### src/rtl/cop_pkg.sv
package cop_pkg;

    typedef enum logic [1:0] {
        RATE_DIV1  = 2'd0,
        RATE_DIV4  = 2'd1,
        RATE_DIV16 = 2'd2,
        RATE_DIV64 = 2'd3
    } rate_e;

    typedef enum logic {
        SVC_IDLE  = 1'b0,
        SVC_ARMED = 1'b1
    } svc_state_e;

    typedef struct packed {
        logic       we;
        logic       sel;
        logic [7:0] data;
    } bus_wr_t;

    localparam logic       SEL_RATE = 1'b0;
    localparam logic       SEL_SVC  = 1'b1;
    localparam logic [7:0] KEY_ARM  = 8'h55;
    localparam logic [7:0] KEY_FIRE = 8'hAA;

    localparam int TCNT_W = 6;

    // Number of prescaler ticks per timeout for a rate code.
    function automatic logic [TCNT_W:0] rate_ticks(rate_e r);
        return (TCNT_W+1)'(1) << (2 * int'(r));
    endfunction

endpackage

### src/rtl/cop_prescaler.sv
module cop_prescaler #(
    parameter int PRE_BITS = 15
) (
    input  logic clk,
    input  logic rst,
    input  logic en,
    input  logic restart,
    output logic tick
);
    localparam logic [PRE_BITS-1:0] PRE_MAX = '1;

    logic [PRE_BITS-1:0] cnt;

    assign tick = en && (cnt == PRE_MAX);

    always_ff @(posedge clk) begin
        if (rst || restart) begin
            cnt <= '0;
        end else if (en) begin
            cnt <= cnt + 1'b1;
        end
    end

    // a disabled prescaler holds its count
    a_r9_pre_hold: assert property (@(posedge clk) disable iff (rst)
        (!en && !restart) |=> $stable(cnt));

endmodule

### src/rtl/cop_rate_reg.sv
module cop_rate_reg
    import cop_pkg::*;
#(
    parameter int WIN_LEN = 64
) (
    input  logic    clk,
    input  logic    rst,
    input  bus_wr_t wr,
    input  logic    special_mode,
    output rate_e   rate_o,
    output logic    win_open_o
);
    localparam int WIN_W = $clog2(WIN_LEN + 1);
    localparam logic [WIN_W-1:0] WIN_END = WIN_W'(WIN_LEN);

    logic [WIN_W-1:0] win_cnt;
    logic             written;
    logic             rate_wr;
    logic             accept;

    assign win_open_o = (win_cnt < WIN_END);
    assign rate_wr    = wr.we && (wr.sel == SEL_RATE);
    assign accept     = rate_wr && (special_mode || (win_open_o && !written));

    always_ff @(posedge clk) begin
        if (rst) begin
            win_cnt <= '0;
        end else if (win_open_o) begin
            win_cnt <= win_cnt + 1'b1;
        end
    end

    always_ff @(posedge clk) begin
        if (rst) begin
            rate_o  <= RATE_DIV1;
            written <= 1'b0;
        end else if (accept) begin
            rate_o  <= rate_e'(wr.data[1:0]);
            written <= 1'b1;
        end
    end

    a_r2_reset_rate: assert property (@(posedge clk) disable iff (rst)
        $past(rst) |-> (rate_o == RATE_DIV1));

    a_r3_window_closed: assert property (@(posedge clk) disable iff (rst)
        (!win_open_o && !special_mode) |=> $stable(rate_o));

    a_r3_window_stays_closed: assert property (@(posedge clk) disable iff (rst)
        !win_open_o |=> !win_open_o);

    a_r4_single_write: assert property (@(posedge clk) disable iff (rst)
        (written && !special_mode) |=> $stable(rate_o));

endmodule

### src/rtl/cop_service.sv
module cop_service
    import cop_pkg::*;
(
    input  logic    clk,
    input  logic    rst,
    input  bus_wr_t wr,
    output logic    clear_o
);
    svc_state_e state;
    logic       svc_wr;

    assign svc_wr  = wr.we && (wr.sel == SEL_SVC);
    assign clear_o = svc_wr && (wr.data == KEY_FIRE) && (state == SVC_ARMED);

    always_ff @(posedge clk) begin
        if (rst) begin
            state <= SVC_IDLE;
        end else if (svc_wr) begin
            state <= (wr.data == KEY_ARM) ? SVC_ARMED : SVC_IDLE;
        end
    end

    // the key sequence never fires twice without re-arming
    a_r7_disarm_after_fire: assert property (@(posedge clk) disable iff (rst)
        clear_o |=> !clear_o);

endmodule

### src/rtl/cop_timeout.sv
module cop_timeout
    import cop_pkg::*;
(
    input  logic  clk,
    input  logic  rst,
    input  logic  tick,
    input  logic  restart,
    input  rate_e rate,
    output logic  req_o
);
    logic [TCNT_W-1:0] tcnt;
    logic [TCNT_W:0]   last;
    logic              expire;

    assign last   = rate_ticks(rate) - 1'b1;
    assign expire = tick && ({1'b0, tcnt} >= last);

    always_ff @(posedge clk) begin
        if (rst || restart) begin
            tcnt  <= '0;
            req_o <= 1'b0;
        end else begin
            req_o <= expire;
            if (expire) begin
                tcnt <= '0;
            end else if (tick) begin
                tcnt <= tcnt + 1'b1;
            end
        end
    end

    a_r8_single_pulse: assert property (@(posedge clk) disable iff (rst)
        req_o |=> !req_o);

    a_r1_req_on_tick: assert property (@(posedge clk) disable iff (rst)
        req_o |-> $past(tick));

    a_r6_restart_zeroes: assert property (@(posedge clk) disable iff (rst)
        restart |=> (tcnt == '0 && !req_o));

endmodule

### src/rtl/cop_watchdog.sv
module cop_watchdog
    import cop_pkg::*;
#(
    parameter int PRE_BITS = 15,
    parameter int WIN_LEN  = 64
) (
    input  logic       clk,
    input  logic       rst,
    input  logic       wr_en,
    input  logic       wr_sel,
    input  logic [7:0] wr_data,
    input  logic       special_mode,
    input  logic       wdog_en,
    output logic [1:0] rate_q,
    output logic       rst_req
);
    bus_wr_t wr;
    rate_e   rate;
    logic    win_open;
    logic    svc_clear;
    logic    pre_tick;

    assign wr     = '{we: wr_en, sel: wr_sel, data: wr_data};
    assign rate_q = rate;

    cop_rate_reg #(.WIN_LEN(WIN_LEN)) u_rate (
        .clk          (clk),
        .rst          (rst),
        .wr           (wr),
        .special_mode (special_mode),
        .rate_o       (rate),
        .win_open_o   (win_open)
    );

    cop_service u_svc (
        .clk     (clk),
        .rst     (rst),
        .wr      (wr),
        .clear_o (svc_clear)
    );

    cop_prescaler #(.PRE_BITS(PRE_BITS)) u_pre (
        .clk     (clk),
        .rst     (rst),
        .en      (wdog_en),
        .restart (svc_clear),
        .tick    (pre_tick)
    );

    cop_timeout u_tmo (
        .clk     (clk),
        .rst     (rst),
        .tick    (pre_tick),
        .restart (svc_clear),
        .rate    (rate),
        .req_o   (rst_req)
    );

    a_r9_disabled_quiet: assert property (@(posedge clk) disable iff (rst)
        !wdog_en |=> !rst_req);

    a_r6_service_quiet: assert property (@(posedge clk) disable iff (rst)
        svc_clear |=> !rst_req);

    a_r2_reset_no_req: assert property (@(posedge clk) disable iff (rst)
        $past(rst) |-> !rst_req);

endmodule

### config.mk
export PLATFORM = sky130hd
export DESIGN_NAME = cop_watchdog
export DESIGN_NICKNAME = d
export VERILOG_FILES = /design/src/rtl/cop_pkg.sv /design/src/rtl/cop_prescaler.sv /design/src/rtl/cop_rate_reg.sv /design/src/rtl/cop_service.sv /design/src/rtl/cop_timeout.sv /design/src/rtl/cop_watchdog.sv
export SDC_FILE = /design/constraint.sdc
export NUM_CORES = 1
export LEC_CHECK = 0
export ABC_CLOCK_PERIOD_IN_PS = 4920
export BUFFER_PORTS_ARGS = -buffer_cell sky130_fd_sc_hd__buf_2
export CORE_ASPECT_RATIO = 0.6
export CORE_MARGIN = 4
export CORE_UTILIZATION = 30
export DETAILED_ROUTE_END_ITERATION = 8
export PLACE_DENSITY = 0.54
export SLEW_MARGIN = 5
export SYNTH_ARGS = -nofsm -noshare
export SYNTH_HDL_FRONTEND = slang
export SYNTH_SLANG_ARGS = --single-unit
### constraint.sdc
create_clock -name clk -period 4.92 [get_ports clk]
set_input_delay 0.738 -clock clk [delete_from_list [all_inputs] [get_ports clk]]
set_output_delay 0.738 -clock clk [all_outputs]
set_load 0.05 [all_outputs]
After elaboration in Yosys (flattened, before gate mapping)
Index checks and enable logic that the tools add are counted.

word-level totals
  register bits after elaboration = 33

cells by class
  add/sub/neg operators = 4
  $lt $le $gt $ge = 2
  equality and inequality tests = 3
  shift operators = 1
  multiplexer cells = 1
  bitwise logic cells = 1
  reduce and logical (&&, ||, !) cells = 12

operator list
  cell                                               count
  adder 15 x 1 -> 15 bit, second input constant      1
  == test 15 bit, second input constant              1
  == test 8 x 7 -> 1 bit, second input constant      1
  == test 8 bit, second input constant               1
  logical AND 1 bit                                  8
  adder 7 x 1 -> 7 bit, second input constant        1
  greater-or-equal comparator 6 x 7 -> 1 bit         1
  less-than comparator 7 bit, second input constant  1
  left shift 1 x 3 -> 7 bit, first input constant    1
  subtractor 7 x 1 -> 7 bit, second input constant   1
  adder 6 x 1 -> 6 bit, second input constant        1
  logical OR 1 bit                                   2
  OR reduction 2 bit                                 1
  logical NOT 1 bit                                  1
  2-to-1 mux 1 bit                                   1
  inverter 1 bit                                     1

Longest topological paths before layout
  depth after elaboration = 5
  depth in mapped cells = 8
  gate-level depth less buffers = 8

Modules after synthesis
From an unflattened synthesis, not the netlist that was laid out.

second synthesis, totals
  cells, all modules = 185
  area total of the unflattened synthesis = 1,697.9 um2

by module, submodules not included
  module         times used  cells an instance  area an instance (um2)  sequential area each (um2)
  cop_prescaler  1           81                 703.2                   300.3
  cop_timeout    1           50                 447.9                   140.1
  cop_rate_reg   1           43                 441.7                   200.2
  cop_service    1           11                 105.1                   20.0

Least setup slack after synthesis
Ideal clock, no wire load.

  path kind = reg-to-reg
  from = register u_rate.rate_o[1]
  to = register u_tmo.tcnt[3]
  setup time = 0.088 ns
  data arrival time = 2.096 ns
  data required time = 4.832 ns
  path slack = 2.736 ns
  stages on the path, launching flop included = 9
  path buffers = 0
  cell sequence = dfxtp_1 -> nor2_2 -> inv_1 -> ha_1 -> nand2b_1 -> maj3_2 -> o21ai_4 -> nand4_4 -> o32ai_2

on the way
  longest elaborated chain between the ends = 5

RTL lines
  item                                        RTL line            text
  start, declared                             cop_rate_reg.sv:10  output rate_e rate_o,
  start signal, assigned                      cop_rate_reg.sv:38  rate_o <= rate_e'(wr.data[1:0]);
  left shift 1 x 3 -> 7 bit                   cop_pkg.sv:30       return (TCNT_W+1)'(1) << (2 * int'(r));
  subtractor 7 x 1 -> 7 bit                   cop_timeout.sv:15   assign last = rate_ticks(rate) - 1'b1;
  greater-or-equal comparator 6 x 7 -> 1 bit  cop_timeout.sv:16   assign expire = tick && ({1'b0, tcnt} >= last);
  logical AND 1 bit                           cop_timeout.sv:16
  OR reduction 2 bit (no line)                n/a
  end signal, assigned                        cop_timeout.sv:27   tcnt <= tcnt + 1'b1;
  end, declared                               cop_timeout.sv:11   logic [TCNT_W-1:0] tcnt;

Every way passes these cells.
A chain may end at the register's enable or synchronous reset.

Final worst setup path
  from = input port wr_data[6]
  to = register u_tmo.tcnt[2]

on the way
  longest elaborated chain between the ends = 5

RTL lines
  item                             RTL line            text
  start, declared                  cop_watchdog.sv:11  input logic [7:0] wr_data,
  == test 8 bit                    cop_service.sv:13   assign clear_o = svc_wr && (wr.data == KEY_FIRE) && (state == SVC_ARMED);
  logical AND 1 bit (2 in series)  cop_service.sv:13
  logical OR 1 bit                 cop_timeout.sv:19   if (rst || restart) begin
  OR reduction 2 bit (no line)     n/a

Every way passes these cells.

==> impl_metrics.ini <==
[run_status]
outcome = complete, no violations

[sta]
period_share_pct = 46.7
rsz0062_at_grt = no
fmax_mhz = 435
slew_headroom_pct = 25.2
setup_violations = 0
setup_tns_ps = 0
tightest_slew_ps = 1120
finalHoldViolCount = 0
finClkSkew_ps = 4.44
min_period_ps = 2300
slew_viol_final = 0
setup_slack_ps = 2620

[detailed_routing]
drt-pass1-iter-count = 4
routed_wl_um = 3060
drc = 0
wl_per_cell_um = 11.6
ant_nets = 0
vias = 1241
drt_iter0_markers = 32
via_per_inst = 4.70

[finish]
final_cells = 264
final_layout_size_suffix_gt1_share_pct = 17.2
syn_to_final_growth_pct = 15.8
finish.net_count = 219
fillCellCount = 519
final_area_um2 = 1890
antennaDiodeCount = 0

[yosys]
synth_seq_cells = 33
async_reset_ff_share_pct = 0
ys.warnings.count = 0
synth_edf_count = 0
yosys.area.top_type = dfxtp_1
synth_ff_type = dfxtp_1
seq_area_frac_synth_pct = 40.5
yosysMostFrequentCell = dfxtp_1
netlist.area_leader.share_pct = 40.5
synth.avg_cell_area_um2 = 9.17
syn_inst = 178
yosys-top-cells-area = dfxtp_1 40%, xor2_1 7.5%, ha_1 6.1%, nor2_1 5.8%, nand2_1 3.9%
ys_types = 40
synth_commonest_cells = 33 x dfxtp_1, 25 x nor2_1, 17 x nand2_1
syn_area_um2 = 1630
syn_nets = 200

[pwr]
clkPwrFrac_pct = 41.2
internal-power_w = 0.000416
finalPower_w = 0.000547
sw_frac_of_total_pct = 23.8
vdd_drop_max_mv = 0.143
p_leak_nw = 0.761
power_density_nw_per_um2 = 289
combPwrFrac_pct = 7.8
sequentialPowerShare_pct = 51.0
power.switching_w = 0.000130

[global_routing]
grt_usage_pct = 10.6
grt_first_pass_wirelength_um = 5460
grt_max_degree = 22
antenna_found_initial = 0
first_global_vias = 1166
grt-ovfl-total = 0

[clock_tree]
cts_buffers = 5
clockBufferDepth = 2
root_buffer = clkbuf_8
clock_latency_ps = 290
clkSlewWorstSetupHoldPaths_ps = 70
cts_hold_buffers = 0
cts_setup_buffers = 0
cts.sinks = 33
h-tree-depth = 2
post_cts_resized = 0
cts_tree = built

[floorplan]
die_x_um = 103
design.core.area_um2 = 5150
io_pins = 17
rows = 20
initial_core_util_pct = 31.7
dieArea_um2 = 6720
die_y_um = 65.1

[critical_path]
arrival_ps = 2430
cp-end-kind = flop
ff2ff_setup_slack_ps = 2850
crit_start = wr_data[6]
r2r_end = u_tmo.tcnt[3]
crit_end = u_tmo.tcnt[2]
crit_fanout = 21
rr_startpoint = u_rate.rate_o[0]
critPathLaunchType = primary input
rr_worst_depth = 8
crit_required_ps = 5060
worst-setup-path-type = primary input to flop

[placed_design]
place_area_um2 = 1790
place_inst = 256
portBuffers = 16
pre_cts_ws_ps = 2280
gp_congestion = 0.791
dp_hpwl_um = 2270

[flow_run]
drv_cap = 0

[hold_path]
hp-class = flop to flop
[per-stage QoR]
step | hold slack (ps) | util (%)
2_1_floorplan | 425 | -
3_3_place_gp | 435 | 34.7
3_5_place_dp | 442 | 34.7
4_1_cts | 452 | 36.7
5_1_grt | 477 | 36.7
6_report | 446 | 36.7
[state kept, by name, summed over array words and instances (netlist names)]
register,cells
u_rate.rate_o,2
u_pre.cnt,15
u_tmo.tcnt,6
u_rate.win_cnt,7
u_tmo.req_o,1
u_svc.state,1
u_rate.written,1
[critical path, cell delays in order]
cell and delay [ps]:
buf_2 100, nand4bb_1 220, o41ai_4 1020, inv_2 140
nand4_4 130, o32ai_1 70
[cell type report]
type / instances / area (um^2) / area share [%]
Inverter: 9 / 33.8 / 1.79
Timing Repair Buffer: 16 / 80.1 / 4.24
Tap cell: 66 / 82.6 / 4.37
Multi-Input combinational cell: 132 / 931 / 49.3
Clock buffer: 7 / 96.3 / 5.10
Sequential cell: 33 / 661 / 35.0
Clock inverter: 1 / 5.00 / 0.265
[placed cells by master (no fill, tap or decap), types with 2 or more instances in the layout]
cell type,instances
a21oi_1,6
a31oi_1,4
and3_1,6
and4_1,3
buf_2,16
clkbuf_8,7
dfxtp_1,33
ha_1,8
inv_1,8
mux2i_1,4
nand2_1,17
nand3_1,6
nand4_1,8
nand4b_1,2
nor2_1,25
nor2b_1,2
nor4bb_1,2
o32ai_1,2
xnor2_1,4
xor2_1,14
[worst min path at each step]
stage / slack [ps] / to / depth (start not counted) / start
5_1_grt: 480 / u_rate.written / 2 / u_rate.written
3_5_place_dp: 440 / u_rate.written / 2 / u_rate.written
4_1_cts: 450 / u_rate.written / 2 / u_rate.written
6_report: 450 / u_rate.written / 2 / u_rate.written
2_1_floorplan: 430 / u_rate.written / 2 / u_rate.written
3_3_place_gp: 440 / u_rate.written / 2 / u_rate.written
[layer usage]
layer / track usage, % / vias up / wire length [um]
li1: - / 669 / -
met1: 15.7 / 546 / 1750
met2: 12.9 / 18 / 1110
met3: 3.50 / 8 / 119
met4: 5.98 / 0 / 77
met5: 0 / - / 0
[cells by family (layout without fill, tap and decap cells)]
kind of cell,Yosys count,count (layout),share of synthesized area (%)
buffers and inverters,13,33,3.14
AND/OR/NAND/NOR,79,79,26.3
AO/OA/AOI/OAI,22,22,11.1
multiplexers,4,4,2.45
flip-flops,33,33,40.5
XOR/XNOR,18,18,9.66
adder cells (fa/ha/maj),9,9,6.83
[power by group through the flow]
stage | clock [W] | sequential (W) | combinational (W)
2_1_floorplan | 0 | 0.000286 | 0.0000265
3_3_place_gp | 0 | 0.000285 | 0.0000432
3_5_place_dp | 0 | 0.000285 | 0.0000429
4_1_cts | 0.000234 | 0.000279 | 0.0000431
5_1_grt | 0.000245 | 0.000280 | 0.0000480
6_report | 0.000225 | 0.000279 | 0.0000427
No activity file was read; power rests on OpenSTA's default activity.
